$ cat config.mk
export PLATFORM = sky130hd
export DESIGN_NAME = shadow_bank
export DESIGN_NICKNAME = d
export VERILOG_FILES = /design/src/rtl/shadow_bank_pkg.sv /design/src/rtl/shadow_bank_ctrl.sv /design/src/rtl/shadow_bank_dp.sv /design/src/rtl/shadow_bank.sv
export SDC_FILE = /design/constraint.sdc
export NUM_CORES = 1
export LEC_CHECK = 0
export BUFFER_PORTS_ARGS = -buffer_cell sky130_fd_sc_hd__buf_4
export CAP_MARGIN = 20
export CORE_MARGIN = 5
export CORE_UTILIZATION = 52
export DETAILED_ROUTE_END_ITERATION = 6
export PLACE_DENSITY_LB_ADDON = 0.1
export SYNTH_ARGS = -nofsm -noshare
export SYNTH_HDL_FRONTEND = slang
export SYNTH_SLANG_ARGS = --single-unit
$ cat constraint.sdc
create_clock -name clk -period 1.23 [get_ports clk]
set_clock_uncertainty 0.15 [all_clocks]
set_input_delay 0.123 -clock clk [delete_from_list [all_inputs] [get_ports clk]]
set_output_delay 0.123 -clock clk [all_outputs]
set_load 0.02 [all_outputs]
$ cat src/rtl/shadow_bank_pkg.sv
package shadow_bank_pkg;

  // Strobes handed from the control section to the datapath
  typedef struct packed {
    logic captureWork;
    logic returnWork;
    logic captureLoop;
    logic returnLoop;
  } shadowCtrl_t;

  localparam int unsigned DefDataW  = 16;
  localparam int unsigned DefNumW   = 4;
  localparam int unsigned DefStatW  = 16;
  localparam int unsigned DefAddrW  = 24;
  localparam int unsigned DefCntW   = 14;
  // carry, zero, overflow, negative, digit carry
  localparam logic [15:0] DefFlagMask = 16'h010F;

endpackage

$ cat src/rtl/shadow_bank_ctrl.sv
module shadow_bank_ctrl
  import shadow_bank_pkg::*;
(
  input  logic        clk,
  input  logic        rstN,
  input  logic        saveWork,
  input  logic        restoreWork,
  input  logic        loopBegin,
  input  logic        loopFinish,
  output shadowCtrl_t ctrl,
  output logic        workValid,
  output logic        loopValid
);

  always_comb begin
    ctrl.captureWork = saveWork;
    ctrl.returnWork  = restoreWork;
    ctrl.captureLoop = loopBegin;
    ctrl.returnLoop  = loopFinish;
  end

  always_ff @(posedge clk) begin
    if (!rstN) begin
      workValid <= 1'b0;
      loopValid <= 1'b0;
    end else begin
      workValid <= ctrl.returnWork;
      loopValid <= ctrl.returnLoop;
    end
  end

endmodule

$ cat src/rtl/shadow_bank_dp.sv
module shadow_bank_dp
  import shadow_bank_pkg::*;
#(
  parameter int unsigned DATA_W = DefDataW,
  parameter int unsigned NUM_W  = DefNumW,
  parameter int unsigned STAT_W = DefStatW,
  parameter int unsigned ADDR_W = DefAddrW,
  parameter int unsigned CNT_W  = DefCntW,
  parameter logic [STAT_W-1:0] FLAG_MASK = STAT_W'(DefFlagMask)
) (
  input  logic                    clk,
  input  logic                    rstN,
  input  shadowCtrl_t             ctrl,
  input  logic [NUM_W*DATA_W-1:0] hostW,
  input  logic [STAT_W-1:0]       hostStatus,
  input  logic [ADDR_W-1:0]       hostLoopStart,
  input  logic [ADDR_W-1:0]       hostLoopEnd,
  input  logic [CNT_W-1:0]        hostLoopCount,
  output logic [NUM_W*DATA_W-1:0] restoreW,
  output logic [STAT_W-1:0]       restoreStatus,
  output logic [ADDR_W-1:0]       restoreLoopStart,
  output logic [ADDR_W-1:0]       restoreLoopEnd,
  output logic [CNT_W-1:0]        restoreLoopCount
);

  localparam int unsigned WorkW = NUM_W * DATA_W;

  logic [WorkW-1:0]  shadowW;
  logic [STAT_W-1:0] shadowFlags;
  logic [ADDR_W-1:0] shadowStart;
  logic [ADDR_W-1:0] shadowEnd;
  logic [CNT_W-1:0]  shadowCount;

  // one shadow word per working register
  for (genvar gw = 0; gw < NUM_W; gw++) begin : g_wordShadow
    always_ff @(posedge clk) begin
      if (!rstN) begin
        shadowW[gw*DATA_W +: DATA_W] <= '0;
      end else if (ctrl.captureWork) begin
        shadowW[gw*DATA_W +: DATA_W] <= hostW[gw*DATA_W +: DATA_W];
      end
    end
  end

  // flops only for the flag positions that are saved
  for (genvar gb = 0; gb < STAT_W; gb++) begin : g_flagShadow
    if (FLAG_MASK[gb]) begin : g_kept
      always_ff @(posedge clk) begin
        if (!rstN) begin
          shadowFlags[gb] <= 1'b0;
        end else if (ctrl.captureWork) begin
          shadowFlags[gb] <= hostStatus[gb];
        end
      end
    end else begin : g_dropped
      assign shadowFlags[gb] = 1'b0;
    end
  end

  always_ff @(posedge clk) begin
    if (!rstN) begin
      shadowStart <= '0;
      shadowEnd   <= '0;
      shadowCount <= '0;
    end else if (ctrl.captureLoop) begin
      shadowStart <= hostLoopStart;
      shadowEnd   <= hostLoopEnd;
      shadowCount <= hostLoopCount;
    end
  end

  logic [STAT_W-1:0] mergedStatus;
  always_comb begin
    mergedStatus = (hostStatus & ~FLAG_MASK) | (shadowFlags & FLAG_MASK);
  end

  always_ff @(posedge clk) begin
    if (!rstN) begin
      restoreW      <= '0;
      restoreStatus <= '0;
    end else if (ctrl.returnWork) begin
      restoreW      <= shadowW;
      restoreStatus <= mergedStatus;
    end
  end

  always_ff @(posedge clk) begin
    if (!rstN) begin
      restoreLoopStart <= '0;
      restoreLoopEnd   <= '0;
      restoreLoopCount <= '0;
    end else if (ctrl.returnLoop) begin
      restoreLoopStart <= shadowStart;
      restoreLoopEnd   <= shadowEnd;
      restoreLoopCount <= shadowCount;
    end
  end

endmodule

$ cat src/rtl/shadow_bank.sv
module shadow_bank
  import shadow_bank_pkg::*;
#(
  parameter int unsigned DATA_W = DefDataW,
  parameter int unsigned NUM_W  = DefNumW,
  parameter int unsigned STAT_W = DefStatW,
  parameter int unsigned ADDR_W = DefAddrW,
  parameter int unsigned CNT_W  = DefCntW,
  parameter logic [STAT_W-1:0] FLAG_MASK = STAT_W'(DefFlagMask)
) (
  input  logic                    clk,
  input  logic                    rstN,
  input  logic                    saveWork,
  input  logic                    restoreWork,
  input  logic                    loopBegin,
  input  logic                    loopFinish,
  input  logic [NUM_W*DATA_W-1:0] hostW,
  input  logic [STAT_W-1:0]       hostStatus,
  input  logic [ADDR_W-1:0]       hostLoopStart,
  input  logic [ADDR_W-1:0]       hostLoopEnd,
  input  logic [CNT_W-1:0]        hostLoopCount,
  output logic [NUM_W*DATA_W-1:0] restoreW,
  output logic [STAT_W-1:0]       restoreStatus,
  output logic                    restoreWValid,
  output logic [ADDR_W-1:0]       restoreLoopStart,
  output logic [ADDR_W-1:0]       restoreLoopEnd,
  output logic [CNT_W-1:0]        restoreLoopCount,
  output logic                    restoreLoopValid
);

  shadowCtrl_t ctrl;

  shadow_bank_ctrl u_ctrl (
    .clk         (clk),
    .rstN        (rstN),
    .saveWork    (saveWork),
    .restoreWork (restoreWork),
    .loopBegin   (loopBegin),
    .loopFinish  (loopFinish),
    .ctrl        (ctrl),
    .workValid   (restoreWValid),
    .loopValid   (restoreLoopValid)
  );

  shadow_bank_dp #(
    .DATA_W    (DATA_W),
    .NUM_W     (NUM_W),
    .STAT_W    (STAT_W),
    .ADDR_W    (ADDR_W),
    .CNT_W     (CNT_W),
    .FLAG_MASK (FLAG_MASK)
  ) u_dp (
    .clk              (clk),
    .rstN             (rstN),
    .ctrl             (ctrl),
    .hostW            (hostW),
    .hostStatus       (hostStatus),
    .hostLoopStart    (hostLoopStart),
    .hostLoopEnd      (hostLoopEnd),
    .hostLoopCount    (hostLoopCount),
    .restoreW         (restoreW),
    .restoreStatus    (restoreStatus),
    .restoreLoopStart (restoreLoopStart),
    .restoreLoopEnd   (restoreLoopEnd),
    .restoreLoopCount (restoreLoopCount)
  );

endmodule

==> flow_summary.toml, run 1 <==
[worst_setup_path]
cp.arrival_ns = 1.55
cp-start-kind = "input pin"
required_ns = 1.48
worstSetupEndpointType = "register"
worstSetupPathType = "in2reg"
cp_max_fo = 20

[grt]
antenna_found_initial = 0
grt_first_pass_wirelength_um = 44400
globalRouteTotalUtil = 0.242
grt_pass1_vias = 8335
grt_max_degree = 89
grt_remaining_overflow = 0

[pwr]
peakVddDrop_uv = 1220
powerDensity_nw_per_um2 = 1330
pwr-share-clk = 0.421
p_comb_frac = 0.131
seq_power_share = 0.448
switching_power_mw = 4.83
swShare = 0.225
p_int_mw = 16.7
p_leak_nw = 7.34

[synthesis]
synthesis.area_um2 = 10300
seq_area_frac_synth = 0.533
syn_area_per_cell_um2 = 11.7
ys_warn_count = 0
ys_seq_elements = 275
synth_nets = 1032
postSynthCellCount = 884
synth_cell_type_count = 9

[detailed_routing]
routed_wirelength_um = 29200
ant_nets = 0
drt_first_iter_violations = 245
wl_per_cell_um = 17.9
vias_per_cell = 4.78
dr.pass1.iters = 4
drc = 0
vias = 7797

[cts]
cts_tree = "built"
clk_latency_ns = 0.53
clock-sinks = 275
h-tree-depth = 1
cts.reportedPaths.clkPinSlew_ns = 0.06
cts.path.max_buffers = 3
clk_root_buffer_cell = "clkbuf_16"
cts_made_buffers = 28

[place]
pre_cts_ws_ns = 0.101
post_dp_cell_area_um2 = 12800
numPortBuffers = 291
placed_cells = 1400
hpwl_um = 16000
routabilityCongestion = 0.752

[timing]
finalCritPeriodShare = 1.06
setup_slack_ns = -0.0704
slew_headroom = 0.821
hold_ws_ns = 0.0501
slew_viol_final = 0
layout_min_cycle_time_ns = 1.30
max_freq_ghz = 0.769
tns_ns = -2.79
tightestPinTransition_ns = 0.261
rsz0062_at_grt = "yes"
setup_viol = 145
finalHoldViolCount = 0

[die]
floorplan.rows = 51
initial_utilization = 0.529
die_y_um = 151
fp.dieW_um = 151
ios = 292
core_area_um2 = 19500
die_area_um2 = 22800

[layout]
area_growth_pct = 57.1
final_cell_mix = "nor2b_1 (273), mux2i_1 (272), buf_4 (190), dlygate4sd3_1 (146)"
fin_area_um2 = 16200
num_antenna_cells = 0
final_common_cell = "nor2b_1"
instances_no_fill = 1631
fin_nets = 1493
drive_gt1_frac = 0.391

[run_status]
status = "complete, but fails checks"
violations = "setup timing"

[run]
maxCapViolCount = 0

[worst_hold_path]
hold_path.class = "in2reg"
## power groups by stage
stage                     logic [mW]  registers [mW]  clock network [mW]
after floorplan                 1.10            9.92                   0
after global routing            3.00            9.68                9.60
after CTS                       2.71            9.62                9.25
final                           2.81            9.64                9.05
after detailed placement        2.18            9.75                   0
after global placement          2.14            9.74                   0
## what timing repair did
| action | CTS | global route |
|---|---|---|
| setup buffers | 16 | 18 |
| hold buffers | 146 | 0 |
| endpoints found under the setup margin | 144 | 145 |
| resized for setup | 288 | 1 |
| endpoints found under the hold margin | 181 | 0 |
## per-layer routing
metal  wire length [um]  part of all wire  global-route usage
met5                  0                 0                   0
met4                939             0.032              0.0784
met3               2320             0.079              0.0724
met2              14500              0.50               0.424
met1              11500              0.39               0.283
## path summary, 6_finish.rpt
check                                       start           endpoint  slack [ns]  cells past startpoint
worst max-delay path                  restoreWork  u_dp.restoreW[12]       -0.07                      5
worst min-delay path                     saveWork   u_dp.shadowW[32]        0.05                      4
worst max register to register  u_dp.restoreW[12]  u_dp.restoreW[12]        0.15                      3
worst min register to register   u_dp.shadowW[25]  u_dp.restoreW[25]        0.36                      2
## logic make-up (layout without fill, tap and decap cells)
kind of cell,Yosys count,in the layout,synth area share
multiplexers,273,273,0.265
buffers and inverters,61,543,0.0352
flip-flops,275,275,0.533
AND/OR/NAND/NOR,275,275,0.167
## state kept, by name, indices dropped and copies added (netlist names)
name,flops
u_dp.restoreLoopCount,14
u_ctrl.workValid,1
u_dp.restoreLoopStart,24
u_dp.restoreLoopEnd,24
u_dp.shadowEnd,24
u_dp.shadowFlags,5
u_dp.restoreStatus,16
u_dp.shadowCount,14
u_ctrl.loopValid,1
u_dp.shadowStart,24
u_dp.restoreW,64
u_dp.shadowW,64
## stage by stage
stage / total power [mW] / util
2_1_floorplan: 11.0 / -
3_3_place_gp: 11.9 / 0.655
3_5_place_dp: 11.9 / 0.655
4_1_cts: 21.6 / 0.823
5_1_grt: 22.3 / 0.831
6_report: 21.5 / 0.831
## critical path, cell delays in order
cell	delay, ns
dlygate4sd3_1	0.53
buf_4	0.23
buf_12	0.22
mux2i_1	0.31
nor2b_1	0.12
## cells in the mapped netlist (all sizes together)
cell type	instances	area (um^2)
and2	2	12.5
nor2b	273	1710
clkbuf	27	101
mux2i	273	2730
dfxtp	275	5510
buf	34	262
## final cells by class
type | count | area (um^2)
flip-flops and latches | 275 | 5690
well taps | 265 | 332
fillers | 1050 | 3310
repair buffers | 492 | 4750
clock inverters | 9 | 170
multi-input cells | 548 | 4460
clock buffers | 42 | 825
No activity file was read; power rests on OpenSTA's default activity.
==> run 2, diff against run 1 <==
- CORE_UTILIZATION: 52 -> 47
- clock period: 1.23 -> 1.1 ns (I/O delays scaled with it)
==> run 2 against run 1 <==
  * The flow still finishes with violations (setup timing)
  * Via count grew 1.5%
  * Die area grew 9.9%
  * Flip-flop and latch count is the same
  * Combinational power grew 18%
  * First-iteration DRC count grew 8.6%
  * Routed wire length grew 1.0%
  * Hold slack gained 0.17 ns
  * Sequential power grew 12%
  * Critical path type is now reg2out
  * Critical endpoint is now restoreW[11]
  * Largest cell class unchanged
==> flow_summary.toml, run 2 (synthesis results as in run 1) <==
[timing]
layout_min_cycle_time_ns = 1.27
finalCritPeriodShare = 1.16
setup_slack_ns = -0.171
finalHoldViolCount = 0
tns_ns = -20.83
rsz0062_at_grt = "yes"
setup_viol = 146
slew_viol_final = 0
hold_ws_ns = 0.217
slew_headroom = 0.841
tightestPinTransition_ns = 0.232
max_freq_ghz = 0.787

[worst_setup_path]
cp-start-kind = "register"
cp.arrival_ns = 1.01
required_ns = 0.84
worstSetupPathType = "reg2out"
cp_cell_sequence = "buf_6"
cpLargestDelayFamily = "flip-flops"
cp_max_fo = 2
max_stage_delay_ns = 0.35
path_buf_inv = 1
worstSetupEndpointType = "output pin"
slowest_stage = "dfxtp_2"

[run_status]
status = "complete, but fails checks"
violations = "setup timing"

[die]
initial_utilization = 0.474
ios = 292
core_area_um2 = 21800
floorplan.rows = 54
fp.dieW_um = 158
die_y_um = 158
die_area_um2 = 25000

[pwr]
peakVddDrop_uv = 1370
p_leak_nw = 7.53
powerDensity_nw_per_um2 = 1460

[place]
hpwl_um = 16500
numPortBuffers = 291
routabilityCongestion = 0.754

[cts]
clock-sinks = 275
cts_tree = "built"
clk_root_buffer_cell = "clkbuf_16"
cts.path.max_buffers = 3
clk_latency_ns = 0.54
cts_made_buffers = 30
cts.reportedPaths.clkPinSlew_ns = 0.06
h-tree-depth = 1

[grt]
antenna_found_initial = 0
grt_remaining_overflow = 0
globalRouteTotalUtil = 0.209
grt_max_degree = 77
grt_pass1_vias = 8169
grt_first_pass_wirelength_um = 42800

[worst_hold_path]
hold_path.class = "in2reg"

[detailed_routing]
dr.pass1.iters = 4
vias = 7916
drc = 0
drt_first_iter_violations = 266
vias_per_cell = 4.77
routed_wirelength_um = 29500
ant_nets = 0
wl_per_cell_um = 17.8

[layout]
drive_gt1_frac = 0.402
area_growth_pct = 61.4
num_antenna_cells = 0
top_regs = "u_dp.restoreW x64, u_dp.shadowW x64"
final_common_cell = "nor2b_1"
fin_nets = 1510
final_cell_mix = "nor2b_1 (273), mux2i_1 (268), buf_4 (186), buf_6 (147), dlygate4sd3_1 (146)"

[run]
maxCapViolCount = 0
==> run 2: cell types whose count changed in the layout (fill, tap and decap cells not counted), moves of 3 or more <==
cell,before,now
buf_12,12,15
clkbuf_16,29,37
mux2i_1,272,268
buf_4,190,186
clkbuf_1,8,4
buf_16,0,5
buf_6,144,147
mux2i_2,1,4
==> run 2: final cells by class <==
cell class / instances / area, um^2
fill: 1351 / 5100
multi-input combinational: 548 / 4480
timing repair buffer: 507 / 5130
clock inverter: 10 / 153
clock buffer: 40 / 860
tap: 280 / 350
sequential: 275 / 5690
==> run 2: worst paths after layout <==
kind	startpoint	end	slack, ns	cells past startpoint
worst max-delay path	u_dp.restoreW[11]	restoreW[11]	-0.17	1
worst min-delay path	hostLoopEnd[12]	u_dp.shadowEnd[12]	0.22	4
worst max register to register	u_dp.restoreW[24]	u_dp.restoreW[24]	0.06	4
worst min register to register	u_dp.shadowW[42]	u_dp.restoreW[42]	0.36	2
==> run 2: repair_timing <==
item,4_1_cts,5_1_grt
endpoints found under the hold margin,275,0
buffers inserted,22,16
hold buffers,147,0
gates cloned,0,6
resized for setup,288,20
setup endpoints to repair,144,229
==> run 2: worst min-delay path, stage by stage <==
cell           delay (ns)
dlygate4sd3_1        0.52
buf_4                0.09
mux2i_1              0.06
nor2b_1              0.09
==> run 2: metrics by stage <==
| stage | setup WS [ns] | area [um^2] | power, mW | cells | util |
|---|---|---|---|---|---|
| floorplan | 0.0960 | 10300 | 12.3 | 884 | - |
| global placement | 0.0351 | 12900 | 13.3 | 1419 | 0.594 |
| detailed placement | 0.0235 | 12900 | 13.4 | 1419 | 0.594 |
| CTS | -0.193 | 16300 | 24.3 | 1638 | 0.749 |
| global route | -0.215 | 16700 | 25.3 | 1660 | 0.766 |
| finish | -0.171 | 16700 | 24.3 | 1660 | 0.766 |
==> run 2: power breakdown <==
part	switching (mW)	internal (mW)	total, mW
sequential	0.294	10.5	10.8
combinational	1.34	1.97	3.31
clock	3.89	6.35	10.2
==> run 2: routing by layer <==
metal | share of wire | vias up | global-route usage
met4 | 0.028 | 0 | 0.0699
met2 | 0.50 | 238 | 0.362
met5 | 0 | - | 0
met3 | 0.069 | 60 | 0.0511
met1 | 0.40 | 3733 | 0.255
li1 | - | 3885 | -
